$ cat config.mk
export PLATFORM = sky130hd
export DESIGN_NAME = mxro_top
export DESIGN_NICKNAME = d
export VERILOG_FILES = /design/src/rtl/mxro_pkg.sv /design/src/rtl/mxro_tsgen.sv /design/src/rtl/mxro_column.sv /design/src/rtl/mxro_colenc.sv /design/src/rtl/mxro_top.sv
export SDC_FILE = /design/constraint.sdc
export NUM_CORES = 1
export LEC_CHECK = 0
export BUFFER_PORTS_ARGS = -buffer_cell sky130_fd_sc_hd__buf_2
export CORE_MARGIN = 2
export CORE_UTILIZATION = 50
export CTS_CLUSTER_DIAMETER = 150
export DETAILED_ROUTE_END_ITERATION = 8
export PLACE_DENSITY = 0.67
export SYNTH_ARGS = -nofsm -noshare
export SYNTH_HDL_FRONTEND = slang
export SYNTH_SLANG_ARGS = --single-unit
export TNS_END_PERCENT = 50
$ cat constraint.sdc
create_clock -name clk -period 7.1 [get_ports clk]
set_input_delay 1.42 -clock clk [delete_from_list [all_inputs] [get_ports clk]]
set_output_delay 1.42 -clock clk [all_outputs]
set_load 0.05 [all_outputs]
$ cat src/rtl/mxro_pkg.sv
package mxro_pkg;
  typedef enum logic {
    ENG_IDLE = 1'b0,
    ENG_SCAN = 1'b1
  } eng_state_t;
endpackage

$ cat src/rtl/mxro_tsgen.sv
module mxro_tsgen #(
  parameter int TSW    = 4,
  parameter int TS_CYC = 12
) (
  input  logic           clk,
  input  logic           rst_n,
  output logic [TSW-1:0] ts_o,
  output logic           tick_o
);
  localparam int DW = (TS_CYC > 1) ? $clog2(TS_CYC) : 1;

  logic [DW-1:0]  div_q, div_d;
  logic [TSW-1:0] ts_q, ts_d;
  logic           tick;

  assign tick = (div_q == DW'(TS_CYC - 1));

  always_comb begin
    div_d = div_q + 1'b1;
    ts_d  = ts_q;
    if (tick) begin
      div_d = '0;
      ts_d  = ts_q + 1'b1;
    end
  end

  always_ff @(posedge clk or negedge rst_n) begin
    if (!rst_n) begin
      div_q <= '0;
      ts_q  <= '0;
    end else begin
      div_q <= div_d;
      ts_q  <= ts_d;
    end
  end

  assign ts_o   = ts_q;
  assign tick_o = tick;
endmodule

$ cat src/rtl/mxro_column.sv
module mxro_column #(
  parameter int NROW = 8,
  parameter int TSW  = 4
) (
  input  logic            clk,
  input  logic            rst_n,
  input  logic [NROW-1:0] hit_i,
  input  logic [TSW-1:0]  ts_i,
  input  logic [TSW-1:0]  req_ts_i,
  input  logic            match_en_i,
  input  logic            rd_clr_i,
  input  logic            age_i,
  input  logic [TSW-1:0]  age_ts_i,
  output logic            fast_or_o,
  output logic [NROW-1:0] rows_o
);
  logic [NROW-1:0]          vld_q, vld_d;
  logic [NROW-1:0][TSW-1:0] lts_q, lts_d;
  logic [NROW-1:0]          match;

  always_comb begin
    vld_d = vld_q;
    lts_d = lts_q;
    for (int r = 0; r < NROW; r++) begin
      match[r] = match_en_i && vld_q[r] && (lts_q[r] == req_ts_i);
      if ((rd_clr_i && match[r]) || (age_i && vld_q[r] && (lts_q[r] == age_ts_i))) begin
        vld_d[r] = 1'b0;
      end else if (!vld_q[r] && hit_i[r]) begin
        vld_d[r] = 1'b1;
        lts_d[r] = ts_i;
      end
    end
  end

  always_ff @(posedge clk or negedge rst_n) begin
    if (!rst_n) begin
      vld_q <= '0;
      lts_q <= '0;
    end else begin
      vld_q <= vld_d;
      lts_q <= lts_d;
    end
  end

  assign fast_or_o = |match;
  assign rows_o    = match;
endmodule

$ cat src/rtl/mxro_colenc.sv
module mxro_colenc #(
  parameter int NCOL = 8,
  localparam int CW  = (NCOL > 1) ? $clog2(NCOL) : 1
) (
  input  logic [NCOL-1:0] col_or_i,
  output logic [CW-1:0]   sel_o,
  output logic            any_o
);
  always_comb begin
    sel_o = '0;
    for (int c = NCOL - 1; c >= 0; c--) begin
      if (col_or_i[c]) sel_o = CW'(c);
    end
  end

  assign any_o = |col_or_i;
endmodule

$ cat src/rtl/mxro_top.sv
module mxro_top #(
  parameter int NCOL   = 8,
  parameter int NROW   = 8,
  parameter int TSW    = 4,
  parameter int TS_CYC = 12,
  localparam int CW    = (NCOL > 1) ? $clog2(NCOL) : 1,
  localparam int NPIX  = NCOL * NROW
) (
  input  logic            clk,
  input  logic            rst_n,
  input  logic [NPIX-1:0] pix_hit_i,
  input  logic            trig_mode_i,
  input  logic            trig_i,
  input  logic [TSW-1:0]  latency_i,
  output logic            word_valid_o,
  output logic            frame_end_o,
  output logic [TSW-1:0]  ts_o,
  output logic [CW-1:0]   col_o,
  output logic [NROW-1:0] rows_o
);
  import mxro_pkg::*;

  logic [TSW-1:0] ts_cnt;
  logic           tick;
  logic [TSW-1:0] age_ts;

  eng_state_t     state_q, state_d;
  logic [TSW-1:0] req_q, req_d;
  logic           scan;
  logic           start;

  logic [NCOL-1:0]            col_or;
  logic [NCOL-1:0][NROW-1:0]  col_rows;
  logic [CW-1:0]              sel;
  logic                       any;

  logic            ov_q, ov_d, oe_q, oe_d;
  logic [TSW-1:0]  ots_q, ots_d;
  logic [CW-1:0]   ocol_q, ocol_d;
  logic [NROW-1:0] orows_q, orows_d;

  mxro_tsgen #(.TSW(TSW), .TS_CYC(TS_CYC)) u_tsgen (
    .clk    (clk),
    .rst_n  (rst_n),
    .ts_o   (ts_cnt),
    .tick_o (tick)
  );

  assign age_ts = ts_cnt + 1'b1;
  assign scan   = (state_q == ENG_SCAN);

  for (genvar c = 0; c < NCOL; c++) begin : g_col
    mxro_column #(.NROW(NROW), .TSW(TSW)) u_col (
      .clk        (clk),
      .rst_n      (rst_n),
      .hit_i      (pix_hit_i[c*NROW +: NROW]),
      .ts_i       (ts_cnt),
      .req_ts_i   (req_q),
      .match_en_i (scan),
      .rd_clr_i   (scan && any && (sel == CW'(c))),
      .age_i      (tick),
      .age_ts_i   (age_ts),
      .fast_or_o  (col_or[c]),
      .rows_o     (col_rows[c])
    );
  end

  mxro_colenc #(.NCOL(NCOL)) u_enc (
    .col_or_i (col_or),
    .sel_o    (sel),
    .any_o    (any)
  );

  assign start = trig_mode_i ? trig_i : tick;

  always_comb begin
    state_d = state_q;
    req_d   = req_q;
    ov_d    = 1'b0;
    oe_d    = 1'b0;
    ots_d   = ots_q;
    ocol_d  = ocol_q;
    orows_d = '0;
    case (state_q)
      ENG_IDLE: begin
        if (start) begin
          state_d = ENG_SCAN;
          req_d   = trig_mode_i ? (ts_cnt - latency_i) : ts_cnt;
        end
      end
      default: begin
        ots_d = req_q;
        if (any) begin
          ov_d    = 1'b1;
          ocol_d  = sel;
          orows_d = col_rows[sel];
        end else begin
          oe_d    = 1'b1;
          state_d = ENG_IDLE;
        end
      end
    endcase
  end

  always_ff @(posedge clk or negedge rst_n) begin
    if (!rst_n) begin
      state_q <= ENG_IDLE;
      req_q   <= '0;
      ov_q    <= 1'b0;
      oe_q    <= 1'b0;
      ots_q   <= '0;
      ocol_q  <= '0;
      orows_q <= '0;
    end else begin
      state_q <= state_d;
      req_q   <= req_d;
      ov_q    <= ov_d;
      oe_q    <= oe_d;
      ots_q   <= ots_d;
      ocol_q  <= ocol_d;
      orows_q <= orows_d;
    end
  end

  assign word_valid_o = ov_q;
  assign frame_end_o  = oe_q;
  assign ts_o         = ots_q;
  assign col_o        = ocol_q;
  assign rows_o       = orows_q;
endmodule

==> impl_table.tex <==
\begin{tabular}{lr}
\hline
Metric & Value \\
\hline
\multicolumn{2}{l}{\textbf{Status}} \\
Status & finished, final reports clean \\
\multicolumn{2}{l}{\textbf{Synth}} \\
Largest cells by area after synthesis & sky130\_fd\_sc\_hd\_\_dfrtp\_1 (43\%), sky130\_fd\_sc\_hd\_\_mux2\_2 (12\%), sky130\_fd\_sc\_hd\_\_xor2\_1 (10\%) \\
Synth area leader & sky130\_fd\_sc\_hd\_\_dfrtp\_1 \\
Async set-or-reset flop fraction in the synthesized netlist & between 90\% and 100\% \\
Post-synth EDFFs & 0 \\
Average size of a mapped cell & 10.7 µm² \\
Synthesized netlist net count & 2010 \\
Count of synthesis-stage warnings from yosys & 0 \\
Gate count after technology mapping & 1932 \\
Summed instance area of the synthesized netlist & 20600 µm² \\
Commonest register cell after synthesis & sky130\_fd\_sc\_hd\_\_dfrtp\_1 \\
Synthesis-stage register bit count & 350 \\
Share of the synthesized area in the top cell type & 42.5\% \\
Number of distinct standard cells referenced by the synthesized netlist & 68 \\
Sequential area share after synthesis & 42.5\% \\
\multicolumn{2}{l}{\textbf{Timing}} \\
Setup slack of the critical path after layout & 2.18 ns \\
RSZ-0062 raised after global routing & false \\
Total count of max-transition violations in the final report & 0 \\
Fin crit share & 69.3\% \\
Worst clock skew on the final layout & approximately 0.019 ns \\
Final setup violation count & 0 \\
Relative max-transition margin & 26.6\% \\
Peak clock frequency supported by timing & 203 MHz \\
Final-report hold violation count & 0 \\
Shortest period the worst path allows & 4.92 ns \\
Transition time at the pin with the least slew margin & 1.09 ns \\
Final-layout setup total negative slack & 0 ns \\
\multicolumn{2}{l}{\textbf{Detailed routing}} \\
Pre-antenna DRT Iters & 5 \\
Number of design-rule violations left by the first detailed-router iteration & 1086 \\
Vias per cell & 6.08 \\
Routed wire per std cell & $\sim$23 µm \\
DRC violation count after routing & 0 \\
WL final & 58.5 mm \\
Number of nets with antenna violations after routing & 0 \\
Count of vias placed by the detailed router & $\sim$16000 \\
\multicolumn{2}{l}{\textbf{Clock tree}} \\
Post-CTS setup repair buffer count & 0 \\
Number of buffers created by CTS & $\sim$40 \\
Clock-pin slew reported for the worst setup and hold paths after clock tree synthesis & 0.06 ns \\
Clock tree from TritonCTS & yes \\
Sink Count & between 300 and 400 \\
Clock Path Buffers & 3 \\
CTS Root Buffer Type & sky130\_fd\_sc\_hd\_\_clkbuf\_16 \\
Clock network latency to the later pin of the worst-skew pair & around 0.57 ns \\
Resized cells post-CTS & 0 \\
CTS HTree Levels & 2 \\
\# hold bufs at CTS & 0 \\
\multicolumn{2}{l}{\textbf{Global route}} \\
Total grt overflow & 0 \\
Antenna violations before repair & 0 \\
Total GRT Usage & 27.7\% \\
Number of global-route vias before repair & 15700 \\
Maximum number of pins on one net before global-route repair & 154 \\
First-pass GRT wire length & 90.9 mm \\
\multicolumn{2}{l}{\textbf{Floorplan}} \\
Floorplan die area & 42800 µm² \\
Core ar. & 40700 µm² \\
Starting Density & 50.6\% \\
Die width & 207 µm \\
Boundary Pins & 89 \\
Number of rows in the core area & 74 \\
Vert. Die Dim & 207 µm \\
\multicolumn{2}{l}{\textbf{Placed design}} \\
Weighted congestion reported at the end of routability-driven placement & $\sim$0.9 \\
Count of input and output buffers & 88 \\
Hpwl dp & 36.3 mm \\
Placed cells & 2482 \\
Dpl ws & 2.29 ns \\
\multicolumn{2}{l}{\textbf{Layout}} \\
Layout-stage area growth over the synthesis result & 10.4\% \\
Final core utilization & between 50\% and 60\% \\
Final Net Count & about 2100 \\
Diodes inserted & 0 \\
Final Instance Count excl. Fillers & 2552 \\
Fraction of layout instances using a drive strength above 1 & 21.8\% \\
\multicolumn{2}{l}{\textbf{Pwr}} \\
Cell leakage power & 0.00984 µW \\
Max VDD drop & 0.342 mV \\
Power density of the placed cells & 434 nW/µm² \\
Design Power & 9880 µW \\
\multicolumn{2}{l}{\textbf{Critical path}} \\
Required time worst endpoint & roughly 7.6 ns \\
Critical Setup Path Class & register to register \\
Signal arrival time at the worst endpoint & 5.37 ns \\
Worst-path maximum fanout & 39 \\
Critical path launch point type & register \\
Crit end category & register \\
\multicolumn{2}{l}{\textbf{Worst hold path}} \\
Worst min-delay path class & register to register \\
\multicolumn{2}{l}{\textbf{Flow run}} \\
Max-cap check violation count & 0 \\
\hline
\end{tabular}
[worst max-delay path, stage by stage (launching register included)]
cell	delay, ns
sky130_fd_sc_hd__dfrtp_4	0.91
sky130_fd_sc_hd__buf_4	0.63
sky130_fd_sc_hd__o211ai_1	0.18
sky130_fd_sc_hd__nor4b_1	0.88
sky130_fd_sc_hd__or4_1	0.26
sky130_fd_sc_hd__nor2_1	0.07
sky130_fd_sc_hd__o211a_1	0.24
sky130_fd_sc_hd__nor2_1	0.81
sky130_fd_sc_hd__mux2_2	0.42
sky130_fd_sc_hd__a221o_1	0.35
[cell type report]
cell class	count	area (µm²)
Clock buffer	64	1180
Clock inverter	6	30.0
Fill cell	3572	18000
Inverter	81	304
Multi-Input combinational cell	1386	11000
Sequential cell	350	8780
Tap cell	532	666
Timing Repair Buffer	133	813
[cell usage after synthesis, types with 2 or more instances]
| cell type | count |
|---|---|
| sky130_fd_sc_hd__a222oi_1 | 12 |
| sky130_fd_sc_hd__nand3_1 | 28 |
| sky130_fd_sc_hd__a211oi_1 | 8 |
| sky130_fd_sc_hd__xnor2_1 | 209 |
| sky130_fd_sc_hd__o221ai_1 | 10 |
| sky130_fd_sc_hd__inv_2 | 2 |
| sky130_fd_sc_hd__a31oi_1 | 3 |
| sky130_fd_sc_hd__nor2_1 | 33 |
| sky130_fd_sc_hd__buf_4 | 17 |
| sky130_fd_sc_hd__dfrtp_1 | 350 |
| sky130_fd_sc_hd__a221o_1 | 6 |
| sky130_fd_sc_hd__ha_1 | 5 |
| sky130_fd_sc_hd__a21oi_1 | 68 |
| sky130_fd_sc_hd__o211ai_1 | 12 |
| sky130_fd_sc_hd__or2_2 | 2 |
| sky130_fd_sc_hd__nor2b_1 | 68 |
| sky130_fd_sc_hd__xor2_1 | 237 |
| sky130_fd_sc_hd__or4_1 | 10 |
| sky130_fd_sc_hd__nor4b_1 | 3 |
| sky130_fd_sc_hd__nor3_1 | 47 |
| sky130_fd_sc_hd__buf_6 | 12 |
| sky130_fd_sc_hd__mux2i_1 | 4 |
| sky130_fd_sc_hd__a21oi_2 | 2 |
| sky130_fd_sc_hd__clkbuf_1 | 61 |
| sky130_fd_sc_hd__a22oi_1 | 8 |
| sky130_fd_sc_hd__nor4_1 | 30 |
| sky130_fd_sc_hd__o2111ai_1 | 8 |
| sky130_fd_sc_hd__buf_1 | 10 |
| sky130_fd_sc_hd__mux2_2 | 218 |
| sky130_fd_sc_hd__nand4_1 | 88 |
| sky130_fd_sc_hd__o32ai_1 | 55 |
| sky130_fd_sc_hd__nor3_4 | 5 |
| sky130_fd_sc_hd__o211a_1 | 7 |
| sky130_fd_sc_hd__inv_1 | 79 |
| sky130_fd_sc_hd__a21o_1 | 2 |
| sky130_fd_sc_hd__nand2b_1 | 11 |
| sky130_fd_sc_hd__o22ai_1 | 15 |
| sky130_fd_sc_hd__a22o_1 | 4 |
| sky130_fd_sc_hd__or4_4 | 3 |
| sky130_fd_sc_hd__nand2_1 | 74 |
| sky130_fd_sc_hd__and4_1 | 2 |
| sky130_fd_sc_hd__a21boi_0 | 2 |
| sky130_fd_sc_hd__buf_2 | 13 |
| sky130_fd_sc_hd__o21ai_0 | 62 |
| sky130_fd_sc_hd__and2_1 | 4 |
[layout by cell type (no fill, tap or decap), types with 15 or more instances in the layout]
cell type | Yosys | layout
sky130_fd_sc_hd__nor3_1 | 47 | 47
sky130_fd_sc_hd__dfrtp_1 | 350 | 341
sky130_fd_sc_hd__inv_1 | 79 | 79
sky130_fd_sc_hd__xor2_1 | 237 | 235
sky130_fd_sc_hd__nand3_1 | 28 | 28
sky130_fd_sc_hd__nand2_1 | 74 | 74
sky130_fd_sc_hd__a21oi_1 | 68 | 68
sky130_fd_sc_hd__o21ai_0 | 62 | 62
sky130_fd_sc_hd__nor2b_1 | 68 | 68
sky130_fd_sc_hd__nand4_1 | 88 | 88
sky130_fd_sc_hd__nor2_1 | 33 | 32
sky130_fd_sc_hd__o32ai_1 | 55 | 55
sky130_fd_sc_hd__clkbuf_16 | 0 | 41
sky130_fd_sc_hd__xnor2_1 | 209 | 209
sky130_fd_sc_hd__nor4_1 | 30 | 30
sky130_fd_sc_hd__o22ai_1 | 15 | 15
sky130_fd_sc_hd__buf_2 | 13 | 87
sky130_fd_sc_hd__buf_4 | 17 | 43
sky130_fd_sc_hd__clkbuf_1 | 61 | 16
sky130_fd_sc_hd__mux2_2 | 218 | 218
[kinds of logic after synthesis]
| logic type | Yosys count | share of synthesized area (%) |
|---|---|---|
| AO/OA/AOI/OAI | 293 | 9.89 |
| XOR/XNOR | 446 | 19.0 |
| adder cells (fa/ha/maj) | 6 | 0.401 |
| buffers and inverters | 196 | 4.53 |
| flip-flops | 350 | 42.5 |
| multiplexers | 222 | 12.1 |
| AND/OR/NAND/NOR | 419 | 11.6 |
[routing by layer]
metal	track usage [%]	vias to the layer above	wire length, µm
li1	-	6981	-
met3	4.22	105	3760
met1	38.2	7892	26000
met2	44.0	535	26900
met4	10.9	0	1870
met5	0	-	0
[where the power goes]
group          internal, µW  total (µW)  switching, µW
combinational          1900        4770           2860
sequential             2480        3140            664
clock                  1140        1970            837
[sequential cells by signal (all words and copies together), names as in the netlist, 3 cells and up]
| signal | count |
|---|---|
| g_col.u_col.lts_q | 256 |
| g_col.u_col.vld_q | 64 |
| rows_o | 8 |
| req_q | 4 |
| ts_o | 4 |
| u_tsgen.div_q | 4 |
| u_tsgen.ts_o | 4 |
| col_o | 3 |
[path summary, 6_finish.rpt]
kind	to	cells past startpoint	slack, ns	startpoint
max	rows_o[1]$_DFF_PN0_	9	2.18	req_q[2]$_DFFE_PN0P_
min	u_tsgen.div_q[0]$_DFF_PN0_	1	0.47	u_tsgen.div_q[0]$_DFF_PN0_
max reg2reg	rows_o[1]$_DFF_PN0_	9	2.18	req_q[2]$_DFFE_PN0P_
min reg2reg	u_tsgen.div_q[0]$_DFF_PN0_	1	0.47	u_tsgen.div_q[0]$_DFF_PN0_
max in group asynchronous	u_tsgen.ts_o[2]$_DFFE_PN0N_	2	4.90	rst_n
min in group asynchronous	g_col[7].u_col.lts_q[21]$_DFFE_PN0P_	1	0.82	rst_n
[metrics by stage]
| stage | hold slack, ns | area (µm²) |
|---|---|---|
| 3_5_place_dp | 0.456 | 21500 |
| 5_1_grt | 0.486 | 22700 |
| 3_3_place_gp | 0.449 | 21500 |
| 6_report | 0.471 | 22700 |
| 2_1_floorplan | 0.432 | 20600 |
| 4_1_cts | 0.464 | 22700 |
(Power assumes the default switching activity.)
